File: src/rtl/pmc_pkg.sv
package pmc_pkg;
  // Control word; bit positions are software-visible.
  typedef struct packed {
    logic [7:0] thresh;     // 31:24
    logic       invert;     // 23
    logic       local_en;   // 22
    logic       rsvd;       // 21
    logic       ovf_int;    // 20
    logic       pin_ctl;    // 19
    logic       edge_det;   // 18
    logic       kern_en;    // 17
    logic       user_en;    // 16
    logic [7:0] umask;      // 15:8
    logic [7:0] code;       // 7:0
  } ctl_word_t;

  localparam int KEY_W = 16;
  localparam int REG_W = 32;
endpackage

File: src/rtl/pmc_evt_pick.sv
module pmc_evt_pick #(
  parameter int NUM_EVT = 4,
  parameter int CNT_W   = 4,
  parameter logic [NUM_EVT*pmc_pkg::KEY_W-1:0] KEYS = '0
) (
  input  logic [NUM_EVT*CNT_W-1:0]  counts,
  input  logic [pmc_pkg::KEY_W-1:0] key,
  output logic [CNT_W-1:0]          picked
);
  localparam int KW = pmc_pkg::KEY_W;

  logic [NUM_EVT-1:0] hit;

  genvar g;
  generate
    for (g = 0; g < NUM_EVT; g++) begin : g_match
      assign hit[g] = (KEYS[g*KW +: KW] == key);
    end
  endgenerate

  always_comb begin
    picked = '0;
    for (int i = 0; i < NUM_EVT; i++) begin
      if (hit[i]) picked = picked | counts[i*CNT_W +: CNT_W];
    end
  end
endmodule

File: src/rtl/pmc_thresh.sv
module pmc_thresh #(
  parameter int CNT_W = 4
) (
  input  logic             clk,
  input  logic             rst_n,
  input  logic [CNT_W-1:0] cnt,
  input  logic [7:0]       mask,
  input  logic             invert,
  input  logic             edge_det,
  output logic [CNT_W-1:0] inc
);
  localparam int CW = (CNT_W > 8) ? CNT_W : 8;

  logic [CW-1:0] cnt_x, mask_x;
  logic          mask_on, at_least, cond, prev_q;

  assign mask_on  = (mask != 8'd0);
  assign cnt_x    = CW'(cnt);
  assign mask_x   = mask_on ? CW'(mask) : CW'(1);
  assign at_least = (cnt_x >= mask_x);
  assign cond     = (invert && mask_on) ? !at_least : at_least;

  always_ff @(posedge clk or negedge rst_n) begin
    if (!rst_n) prev_q <= 1'b0;
    else        prev_q <= cond;
  end

  always_comb begin
    if (edge_det)     inc = CNT_W'(cond && !prev_q);
    else if (mask_on) inc = CNT_W'(cond);
    else              inc = cnt;
  end

  // an edge-mode count never follows a cycle whose condition held
  p_edge_once_r8: assert property (@(posedge clk) disable iff (!rst_n)
    (edge_det && inc != '0) |-> !prev_q);
  // threshold mode contributes at most one per cycle
  p_thresh_unit_r6: assert property (@(posedge clk) disable iff (!rst_n)
    (mask_on && !edge_det) |-> (inc <= CNT_W'(1)));
endmodule

File: src/rtl/pmc_accum.sv
module pmc_accum #(
  parameter int CTR_W = 48,
  parameter int CNT_W = 4
) (
  input  logic             clk,
  input  logic             rst_n,
  input  logic             inc_en,
  input  logic [CNT_W-1:0] inc,
  input  logic             wr,
  input  logic [31:0]      wdata,
  input  logic             ovf_int,
  output logic [CTR_W-1:0] ctr,
  output logic             ovf,
  output logic             irq
);
  localparam int EXT = CTR_W - 32;

  logic [CTR_W:0]   sum;
  logic [CTR_W-1:0] wval;
  logic             wrap;

  assign sum  = {1'b0, ctr} + (CTR_W+1)'(inc);
  assign wval = {{EXT{wdata[31]}}, wdata};
  assign wrap = inc_en && !wr && sum[CTR_W];

  always_ff @(posedge clk or negedge rst_n) begin
    if (!rst_n) begin
      ctr <= '0;
      ovf <= 1'b0;
      irq <= 1'b0;
    end else begin
      if (wr)          ctr <= wval;
      else if (inc_en) ctr <= sum[CTR_W-1:0];
      ovf <= wrap;
      irq <= wrap && ovf_int;
    end
  end

  // software write takes precedence over a same-cycle increment
  p_write_wins_r11: assert property (@(posedge clk) disable iff (!rst_n)
    wr |=> (ctr == $past(wval)));
  // right after a wrap the counter holds less than one increment
  p_wrap_small_r9: assert property (@(posedge clk) disable iff (!rst_n)
    ovf |-> (ctr < CTR_W'(2**CNT_W)));
  // overflow is a single-cycle pulse
  p_ovf_pulse_r9: assert property (@(posedge clk) disable iff (!rst_n)
    ovf |=> !ovf);
endmodule

File: src/rtl/pmc_event_counter.sv
module pmc_event_counter #(
  parameter int NUM_EVT = 4,
  parameter int CNT_W   = 4,
  parameter int CTR_W   = 48,
  parameter logic [NUM_EVT*pmc_pkg::KEY_W-1:0] KEYS =
    {16'h0244, 16'h0033, 16'h0122, 16'h0011}
) (
  input  logic                     clk,
  input  logic                     rst_n,
  input  logic [NUM_EVT*CNT_W-1:0] evt_counts,
  input  logic                     priv_kernel,
  input  logic                     glb_en,
  input  logic                     reg_wr,
  input  logic                     reg_addr,
  input  logic [31:0]              reg_wdata,
  output logic [63:0]              reg_rdata,
  output logic                     ovf_pulse,
  output logic                     irq_req
);
  import pmc_pkg::*;

  ctl_word_t        ctl_q;
  logic [CNT_W-1:0] picked, inc;
  logic [CTR_W-1:0] ctr;
  logic             priv_ok, count_ok, wr_ctr;

  always_ff @(posedge clk or negedge rst_n) begin
    if (!rst_n)                    ctl_q <= '0;
    else if (reg_wr && !reg_addr)  ctl_q <= ctl_word_t'(reg_wdata);
  end

  assign wr_ctr   = reg_wr && reg_addr;
  assign priv_ok  = priv_kernel ? ctl_q.kern_en : ctl_q.user_en;
  assign count_ok = ctl_q.local_en && glb_en && priv_ok;

  pmc_evt_pick #(.NUM_EVT(NUM_EVT), .CNT_W(CNT_W), .KEYS(KEYS)) u_pick (
    .counts (evt_counts),
    .key    ({ctl_q.umask, ctl_q.code}),
    .picked (picked)
  );

  pmc_thresh #(.CNT_W(CNT_W)) u_thr (
    .clk      (clk),
    .rst_n    (rst_n),
    .cnt      (picked),
    .mask     (ctl_q.thresh),
    .invert   (ctl_q.invert),
    .edge_det (ctl_q.edge_det),
    .inc      (inc)
  );

  pmc_accum #(.CTR_W(CTR_W), .CNT_W(CNT_W)) u_acc (
    .clk     (clk),
    .rst_n   (rst_n),
    .inc_en  (count_ok),
    .inc     (inc),
    .wr      (wr_ctr),
    .wdata   (reg_wdata),
    .ovf_int (ctl_q.ovf_int),
    .ctr     (ctr),
    .ovf     (ovf_pulse),
    .irq     (irq_req)
  );

  assign reg_rdata = reg_addr ? 64'(ctr) : 64'(ctl_q);

  // an unqualified cycle without a write leaves the counter alone
  p_gated_r3: assert property (@(posedge clk) disable iff (!rst_n)
    (!count_ok && !wr_ctr) |=> $stable(ctr));
  // interrupt request only accompanies an overflow
  p_irq_with_ovf_r10: assert property (@(posedge clk) disable iff (!rst_n)
    irq_req |-> ovf_pulse);
endmodule

File: config.mk
export PLATFORM = sky130hd
export DESIGN_NAME = pmc_event_counter
export DESIGN_NICKNAME = d
export VERILOG_FILES = /design/src/rtl/pmc_pkg.sv /design/src/rtl/pmc_evt_pick.sv /design/src/rtl/pmc_thresh.sv /design/src/rtl/pmc_accum.sv /design/src/rtl/pmc_event_counter.sv
export SDC_FILE = /design/constraint.sdc
export NUM_CORES = 1
export LEC_CHECK = 0
export BUFFER_PORTS_ARGS = -buffer_cell sky130_fd_sc_hd__clkbuf_2
export CORE_MARGIN = 3
export CORE_UTILIZATION = 35
export CTS_BUF_LIST = sky130_fd_sc_hd__clkbuf_16
export DETAILED_ROUTE_END_ITERATION = 8
export GPL_TIMING_DRIVEN = 0
export PLACE_DENSITY = 0.56
export SLEW_MARGIN = 25
export SYNTH_ARGS = -nofsm -noshare
export SYNTH_HDL_FRONTEND = slang
export SYNTH_SLANG_ARGS = --single-unit
File: constraint.sdc
create_clock -name clk -period 10.4 [get_ports clk]
set_clock_uncertainty 0.2 [all_clocks]
set_input_delay 1.56 -clock clk [delete_from_list [all_inputs] [get_ports clk]]
set_output_delay 1.56 -clock clk [all_outputs]
set_load 0.02 [all_outputs]
### Word-level counts from Yosys, hierarchy flattened

Index checks and enable logic that the tools add are counted.

| storage, ports and cells | value |
|---|---|
| bits of input ports | 54 |
| word-level logic and storage cells | 51 |
| output and inout bits | 66 |
| register bits | 83 |

| cells by class | value |
|---|---|
| eq/ne operators | 4 |
| add/sub/neg operators | 1 |
| mux-type cells | 12 |
| bitwise logic cells | 3 |
| $lt $le $gt $ge | 1 |
| reductions and logical operators | 15 |

Operator list:

| operator | count |
|---|---|
| 2-to-1 mux 48 bit | 3 |
| adder 48 x 4 -> 49 bit | 1 |
| 2-to-1 mux 4 bit | 6 |
| == test 10 x 16 -> 1 bit, first input constant | 1 |
| == test 5 x 16 -> 1 bit, first input constant | 1 |
| == test 6 x 16 -> 1 bit, first input constant | 1 |
| == test 9 x 16 -> 1 bit, first input constant | 1 |
| OR 4 bit | 3 |
| logical AND 1 bit | 9 |
| greater-or-equal comparator 4 x 8 -> 1 bit | 1 |
| 2-to-1 mux 8 bit | 1 |
| nonzero test 8 bit | 1 |
| logical NOT 1 bit | 4 |
| 2-to-1 mux 1 bit | 2 |
| nonzero test 2 bit | 1 |

### Longest topological paths before layout

Gate-level depths: netlist of the first run.

| depth | value |
|---|---|
| depth in word-level cells | 16 |
| mapped depth | 21 |
| gate-level depth less buffers | 19 |

### Hierarchy

From an unflattened synthesis of the first run, not the netlist that was laid out.

| second synthesis, totals | value |
|---|---|
| cell total of the unflattened synthesis | 539 |
| area, all modules | 5411.4 um^2 |

By module, submodules not included:

| module | instances | cells each | area each (um^2) | sequential area each (um^2) |
|---|---|---|---|---|
| pmc_accum | 1 | 327 | 3054.2 | 1251.2 |
| pmc_event_counter | 1 | 143 | 1836.8 | 800.8 |
| pmc_thresh | 1 | 37 | 287.8 | 25.0 |
| pmc_evt_pick | 1 | 32 | 232.7 | 0.0 |

### Worst setup path before layout of the first run

OpenSTA, ideal clock, no wires.

| timing | value |
|---|---|
| path kind | input-to-reg |
| start point | in evt_counts[8] |
| end point | reg u_acc.ctr[32] |
| buffers on the path | 1 |
| data arrival time | 5.134 ns |
| path slack | 4.984 ns |
| required time | 10.118 ns |
| setup time | 0.082 ns |
| cell stages on the path | 18 |
| cells stage by stage | nand3_1 nand4_1 inv_1 ha_1 nand2b_1 a2111oi_0 nor3b_1 mux2i_1 o311a_1 ha_1 inv_1 fa_1 nand2b_1 a21oi_2 nand4_4 buf_2 or4_1 a31oi_1 |

| on the way | value |
|---|---|
| cells in the longest elaborated chain, start to end | 12 |
| elaborated cells on any way between the ends | 13 |
| those cells by class | add/sub: 1; order compare: 1; mux: 7; bitwise: 2; reduce/logical: 2 |

RTL lines:

| what | RTL line | RTL |
|---|---|---|
| start: declaration | pmc_event_counter.sv:10 | `input logic [NUM_EVT*CNT_W-1:0] evt_counts,` |
| OR 4 bit * | pmc_evt_pick.sv:24 | `if (hit[i]) picked = picked \| counts[i*CNT_W +: CNT_W];` |
| 2-to-1 mux 4 bit * | pmc_evt_pick.sv:24 |  |
| OR 4 bit | pmc_evt_pick.sv:24 |  |
| 2-to-1 mux 4 bit * | pmc_evt_pick.sv:24 |  |
| greater-or-equal comparator 4 x 8 -> 1 bit | pmc_thresh.sv:20 | `assign at_least = (cnt_x >= mask_x);` |
| logical NOT 1 bit | pmc_thresh.sv:21 | `assign cond = (invert && mask_on) ? !at_least : at_least;` |
| 2-to-1 mux 1 bit | pmc_thresh.sv:21 |  |
| 2-to-1 mux 4 bit or logical AND 1 bit (tied branches) | pmc_thresh.sv:30, pmc_thresh.sv:29 |  |
| 2-to-1 mux 4 bit * | pmc_thresh.sv:29 | `if (edge_det) inc = CNT_W'(cond && !prev_q);` |
| adder 48 x 4 -> 49 bit * | pmc_accum.sv:22 | `assign sum = {1'b0, ctr} + (CTR_W+1)'(inc);` |
| 2-to-1 mux 48 bit * | pmc_accum.sv:33 | `else if (inc_en) ctr <= sum[CTR_W-1:0];` |
| 2-to-1 mux 48 bit * | pmc_accum.sv:32 | `if (wr) ctr <= wval;` |
| end signal: assignment | pmc_accum.sv:32 |  |
| end signal: assignment | pmc_accum.sv:33 |  |
| end: declaration | pmc_accum.sv:12 | `output logic [CTR_W-1:0] ctr,` |

Every way passes the cells marked *; elsewhere a longest branch is shown, timed or not. The select of a mux whose other input is x is not followed.
A chain may end at the register's enable or synchronous reset.

### Final worst setup path of the first run

| timing | value |
|---|---|
| start point | reg ctl_q[13] (netlist name) |
| end point | reg u_acc.ctr[34] |

| on the way | value |
|---|---|
| cells in the longest elaborated chain, start to end | 16 |
| elaborated cells on any way between the ends | 20 |
| those cells by class | add/sub: 1; order compare: 1; eq/ne: 4; mux: 9; bitwise: 3; reduce/logical: 2 |

RTL lines:

| what | RTL line | RTL |
|---|---|---|
| start: declaration | pmc_event_counter.sv:22 | `ctl_word_t ctl_q;` |
| start signal: assignment | pmc_event_counter.sv:29 | `else if (reg_wr && !reg_addr) ctl_q <= ctl_word_t'(reg_wdata);` |
| == test 5 x 16 -> 1 bit | pmc_evt_pick.sv:17 | `assign hit[g] = (KEYS[g*KW +: KW] == key);` |
| 2-to-1 mux 4 bit | pmc_evt_pick.sv:24 |  |
| OR 4 bit | pmc_evt_pick.sv:24 |  |
| 2-to-1 mux 4 bit | pmc_evt_pick.sv:24 |  |
| OR 4 bit | pmc_evt_pick.sv:24 |  |
| 2-to-1 mux 4 bit | pmc_evt_pick.sv:24 |  |
| OR 4 bit | pmc_evt_pick.sv:24 |  |
| 2-to-1 mux 4 bit * | pmc_evt_pick.sv:24 |  |
| greater-or-equal comparator 4 x 8 -> 1 bit | pmc_thresh.sv:20 |  |
| logical NOT 1 bit | pmc_thresh.sv:21 |  |
| 2-to-1 mux 1 bit | pmc_thresh.sv:21 |  |
| 2-to-1 mux 4 bit or logical AND 1 bit (tied branches) | pmc_thresh.sv:30, pmc_thresh.sv:29 |  |
| 2-to-1 mux 4 bit * | pmc_thresh.sv:29 |  |
| adder 48 x 4 -> 49 bit * | pmc_accum.sv:22 |  |
| 2-to-1 mux 48 bit * | pmc_accum.sv:33 |  |
| 2-to-1 mux 48 bit * | pmc_accum.sv:32 |  |

Marked as above.

==> impl_metrics.py, run 1 <==
metrics = {
    "global_route": {
        "grt_pass1_wl_mm": 25.19,
        "grtUsageTotal": 0.1925,
        "grt_pass1_vias": 4788,
        "grt-ovfl-total": 0,
        "antenna_found_initial": 0,
        "grt_max_degree": 55,
    },
    "setup_path": {
        "cp_max_fo": 10,
        "crit_slowest_cell": "or4_1",
        "cp_cell_sequence": "or4_1 -> nor3_2 -> nand3_1 -> nand4_1 -> inv_1 -> ha_1 -> nand2b_1 -> a2111oi_0 -> nor3b_1 -> mux2i_1 -> o311a_1 -> ha_1 -> inv_1 -> fa_1 -> nand2b_1 -> a21oi_2 -> nand4_4 -> buf_2 -> or4_1 -> a31oi_1",
        "critPathCaptureType": "flop",
        "worstPathRequired_ns": 10.46,
        "crit_type": "reg2reg",
        "worstPathArrival_ns": 6.45,
        "start_kind": "flop",
        "max_stage_delay_ns": 0.64,
    },
    "synthesis": {
        "syn_inst": 568,
        "synth_flop_cell": "dfrtp_1",
        "synth_warnings": 0,
        "synth_edf_count": 0,
        "synthArstFlopShare": 1.000,
        "synth-seq-cells": 83,
        "syn_area_um2": 5340,
        "yosysSeqAreaShare": 0.3889,
        "postSynthAreaPerCell_um2": 9.402,
        "yosys.cell_types.count": 60,
    },
    "finish": {
        "area_growth_pct": 20.74,
        "final_nets": 760,
        "drive_gt1_frac": 0.3029,
        "register_area_um2": 2077,
        "final_cell_mix": "101 x clkbuf_2, 83 x dfrtp_1, 58 x mux2_2",
        "n_fill_cell": 1471,
        "final_common_cell": "clkbuf_2",
        "antenna_cells": 0,
        "final_cell_area_um2": 6447,
        "utilization": 0.4370,
        "stdcell_count": 884,
        "multi_input_area_um2": 2995,
    },
    "floorplanning": {
        "rows": 44,
        "io_pins": 120,
        "die_area_um2": 16780,
        "die_height_um": 129.5,
        "start_util": 0.3619,
        "core_region_area_um2": 14750,
        "die_x_um": 129.5,
    },
    "route": {
        "wire_per_inst_um": 18.19,
        "drc": 0,
        "vias": 4833,
        "drt_iter0_drc": 345,
        "wl_mm": 16.08,
        "detail-route-antenna-nets": 0,
        "viasPerCell": 5.467,
        "dr.pass1.iters": 5,
    },
    "place": {
        "place_hpwl_mm": 12.01,
        "portBuffers": 102,
        "place.gp.congestion": 0.8832,
        "pre_cts_ws_ns": 4.004,
        "placed_cells": 870,
        "dpl_cell_area_um2": 6173,
    },
    "timing": {
        "worstMarginPinSlew_ns": 0.8167,
        "final-max-slew-violation-count": 0,
        "max_freq_ghz": 0.1567,
        "finalCritPeriodShare": 0.6137,
        "setup_ws_ns": 4.018,
        "setup-violations-final": 0,
        "hold_viol": 0,
        "finalSetupTns_ns": 0,
        "slew_headroom": 0.4555,
        "whs_ns": 0.3066,
        "min_period_ns": 6.382,
        "grt_setup_unrepaired": "false",
    },
    "status": {
        "status": "complete, no violations",
    },
    "clocking": {
        "insertion_delay_ns": 0.34,
        "root_buffer": "clkbuf_16",
        "post_cts_resized": 0,
        "postCtsSetupRepairBufs": 0,
        "clk_pin_slew_ns": 0.06,
        "cts_htree_levels": 3,
        "cts_tree": "done",
        "numClockSinks": 83,
        "cts_buffers": 9,
        "cts_hold_buf": 0,
        "clockBufferDepth": 2,
    },
    "power": {
        "p_switching_mw": 0.3124,
        "powerDensity_nw_per_um2": 148.6,
        "switching_share": 0.3261,
        "vdd_drop_max_uv": 82.13,
        "p_int_mw": 0.6455,
        "p_leak_nw": 2.757,
        "p_seq_frac": 0.432,
        "power.share.clock": 0.325,
        "p_total_mw": 0.9579,
        "pwr-share-comb": 0.243,
    },
    "job": {
        "maxCapViolations": 0,
    },
    "worst_hold_path": {
        "hold_path_class": "reg2reg",
    },
}
==> per-layer routing <==
| layer | GRT usage | up-vias | wire length, um |
|---|---|---|---|
| met2 | 0.3235 | 154 | 7768 |
| met1 | 0.2549 | 2348 | 7174 |
| li1 | - | 2310 | - |
| met5 | 0 | - | 0 |
| met3 | 0.03380 | 21 | 883 |
| met4 | 0.05685 | 0 | 257 |
==> path summary, 6_finish.rpt <==
path	startpoint	endpoint	slack [ns]	cells after the start
max	ctl_q[13]	u_acc.ctr[34]	4.02	20
min	ctl_q[19]	ctl_q[19]	0.31	1
max reg2reg	ctl_q[13]	u_acc.ctr[34]	4.02	20
min reg2reg	ctl_q[19]	ctl_q[19]	0.31	1
max in group asynchronous	rst_n	ctl_q[2]	8.54	2
min in group asynchronous	rst_n	u_acc.ctr[46]	0.90	1
==> Yosys cell counts, types with 4 or more instances <==
library cell	instances	area (um^2)
o21ai_0	29	145.1
a31oi_1	18	112.6
or4_1	13	97.59
buf_1	5	18.77
nand4_1	19	118.9
xor2_1	15	131.4
nand2b_1	5	31.28
and4_1	4	35.03
nor3_1	8	40.04
and2_1	22	137.6
nor4_1	9	56.30
clkbuf_1	17	63.81
mux2_2	58	653.1
a21oi_1	7	35.03
ha_1	8	100.1
nor3b_1	7	52.55
nand2_1	51	191.4
nor2_1	34	127.6
or3_1	10	62.56
inv_1	11	41.29
nand3_1	45	225.2
and3_1	8	50.05
dfrtp_1	83	2077
buf_4	16	120.1
a211oi_1	9	67.56
o31ai_1	11	82.58
==> power groups by stage <==
stage	Sequential, mW	Combinational [mW]	Clock, mW
2_1_floorplan	0.403	0.161	0
3_3_place_gp	0.416	0.227	0
3_5_place_dp	0.418	0.233	0
4_1_cts	0.413	0.234	0.316
5_1_grt	0.421	0.255	0.331
6_report	0.414	0.232	0.312
==> kinds of logic after synthesis <==
kind of cell	share of synthesized area
buffers and inverters	0.06068
other	0.0007022
xor gates and xnor gates	0.02624
DFF	0.3889
adders and majority gates	0.02249
and+or+nand+nor	0.2713
muxes	0.1263
AOI/OAI and AO/OA	0.1033
==> state kept, by name, summed over array words and instances, names as in the netlist <==
signal,count
u_acc.ctr,48
ctl_q,32
u_acc.irq,1
u_acc.ovf,1
u_thr.prev_q,1
==> critical path, delay by kind of cell (launching register included) <==
kind	cells	cell delay [ns]
compound gates	4	1.47
fa+ha+maj	3	0.86
buf+inv	3	0.43
flops	1	0.39
mux	1	0.19
simple gates	9	2.77
==> cell type report <==
class / count / share of cell area
sequential: 83 / 0.3221
timing repair buffer: 103 / 0.08480
clock inverter: 5 / 0.007568
inverter: 11 / 0.006404
clock buffer: 9 / 0.03493
tap: 184 / 0.03571
buffer: 45 / 0.04386
multi-input combinational: 444 / 0.4646
Power figures use the tool's default switching activity.
==> run 2, diff against run 1 <==
Settings changed: PLACE_DENSITY 0.56 to 0.58.
Clock period 10.4 ns to 5.7 ns, I/O delays scaled along.
==> impl_metrics.py, run 2 (same netlist as run 1, synthesis figures left out) <==
metrics = {
    "clocking": {
        "clk_pin_slew_ns": 0.06,
        "root_buffer": "clkbuf_16",
        "insertion_delay_ns": 0.35,
        "cts_hold_buf": 0,
        "numClockSinks": 83,
        "cts_buffers": 9,
        "cts_tree": "done",
        "cts_htree_levels": 3,
        "clockBufferDepth": 2,
    },
    "status": {
        "status": "complete, no violations",
    },
    "global_route": {
        "grt_pass1_wl_mm": 25.39,
        "grtUsageTotal": 0.1940,
        "antenna_found_initial": 0,
        "grt-ovfl-total": 0,
        "grt_max_degree": 58,
        "grt_pass1_vias": 4802,
    },
    "setup_path": {
        "cp_max_fo": 10,
        "start_kind": "flop",
        "crit_type": "reg2reg",
        "critPathCaptureType": "flop",
        "r2r-start": "ctl_q[3]",
        "worstPathArrival_ns": 5.49,
        "startpoint": "ctl_q[3]",
        "worstPathRequired_ns": 5.77,
        "reg2reg_slack_ns": 0.27,
    },
    "timing": {
        "final-max-slew-violation-count": 0,
        "setup-violations-final": 0,
        "slew_headroom": 0.4355,
        "min_period_ns": 5.427,
        "worstMarginPinSlew_ns": 0.8390,
        "finalCritPeriodShare": 0.9522,
        "max_freq_ghz": 0.1842,
        "hold_viol": 0,
    },
    "route": {
        "viasPerCell": 5.508,
        "vias": 4902,
        "wl_met1_mm": 7.000,
        "wire_per_inst_um": 18.18,
        "drc": 0,
        "wl_met3_um": 996,
        "drt_iter0_drc": 343,
        "detail-route-antenna-nets": 0,
        "dr_wl_met2_mm": 7.903,
        "wl_mm": 16.18,
        "dr.pass1.iters": 5,
        "top_layer": "met4",
    },
    "finish": {
        "register_area_um2": 2077,
        "multi_input_area_um2": 3042,
        "drive_gt1_frac": 0.3187,
        "final_common_cell": "clkbuf_2",
        "area_growth_pct": 22.52,
        "top_regs": "u_acc.ctr (48), ctl_q (32)",
        "utilization": 0.4434,
        "n_fill_cell": 1453,
        "largest_reg_flops": 48,
        "final_cell_mix": "101 x clkbuf_2, 83 x dfrtp_1, 58 x mux2_2",
        "final_nets": 765,
        "regMostFlops": "u_acc.ctr",
        "antenna_cells": 0,
    },
    "power": {
        "switching_share": 0.3301,
        "p_int_mw": 1.187,
        "p_leak_nw": 2.808,
        "p_total_mw": 1.772,
        "p_switching_mw": 0.5848,
        "pwr-share-comb": 0.245,
        "vdd_drop_max_uv": 247.1,
        "powerDensity_nw_per_um2": 270.8,
        "power.share.clock": 0.328,
        "p_seq_frac": 0.427,
    },
    "floorplanning": {
        "core_region_area_um2": 14750,
        "rows": 44,
        "start_util": 0.3619,
        "io_pins": 120,
        "die_area_um2": 16780,
        "die_x_um": 129.5,
        "die_height_um": 129.5,
    },
    "place": {
        "portBuffers": 102,
        "place.gp.congestion": 0.8630,
        "place_hpwl_mm": 12.02,
    },
    "worst_hold_path": {
        "hold_path_class": "in2async",
    },
    "job": {
        "maxCapViolations": 0,
    },
}
run 2: power by group through the flow:
| stage | Sequential (mW) | Combinational [mW] | Clock (mW) |
|---|---|---|---|
| after global placement | 0.759 | 0.414 | 0 |
| after detailed placement | 0.764 | 0.425 | 0 |
| after floorplan | 0.736 | 0.294 | 0 |
| after CTS | 0.754 | 0.431 | 0.591 |
| final | 0.756 | 0.434 | 0.582 |
| after global routing | 0.770 | 0.475 | 0.621 |
run 2: worst max-delay path: stages, from the launching register on:
cell       delay (ns)
dfrtp_1          0.41
or4_4            0.59
nor4_4           0.22
buf_4            0.19
nand3_1          0.08
nand4_1          0.15
inv_1            0.06
ha_1             0.28
nand2b_1         0.17
a2111oi_4        0.38
nor3b_1          0.14
mux2i_1          0.16
o311a_1          0.19
ha_1             0.19
inv_1            0.06
fa_1             0.37
nand2b_1         0.22
a21oi_4          0.23
nand4_4          0.17
buf_4            0.22
or4_1            0.47
a31oi_1          0.18
run 2: worst paths after layout:
path                                 end  cells after the start
max in group asynchronous       ctl_q[5]                      2
min reg2reg                    ctl_q[21]                      1
max                        u_acc.ctr[34]                     21
max reg2reg                u_acc.ctr[34]                     21
min                        u_acc.ctr[46]                      1
min in group clk               ctl_q[21]                      1
run 2: through the flow:
step	area (um^2)	setup WS (ns)	setup TNS [ns]	hold slack, ns	std cells
finish	6543	0.2725	0	0.1857	890
global route	6543	-0.001492	-0.001492	0.1913	890
CTS	6501	0.03639	0	0.1920	889
detailed placement	6173	-0.5464	-6.307	0.2985	870
global placement	6137	-0.4319	-4.802	0.2828	869
floorplan	5396	0.4480	0	0.2681	583
run 2: final cells by class:
type | count | area share
multi-input combinational | 444 | 0.4649
sequential | 83 | 0.3175
clock buffer | 9 | 0.03442
buffer | 45 | 0.04360
tap | 184 | 0.03519
clock inverter | 6 | 0.008797
inverter | 11 | 0.006311
timing repair buffer | 108 | 0.08931
run 2: repair_timing:
action	CTS	global route
setup endpoints to repair	17	22
pin swaps	3	1
resized for setup	3	7
buffers inserted	4	1
run 2: routing by layer:
| metal | global-route usage | up-vias |
|---|---|---|
| met3 | 0.04534 | 23 |
| met5 | 0 | - |
| met2 | 0.3311 | 170 |
| met4 | 0.04340 | 0 |
| li1 | - | 2322 |
| met1 | 0.2515 | 2387 |
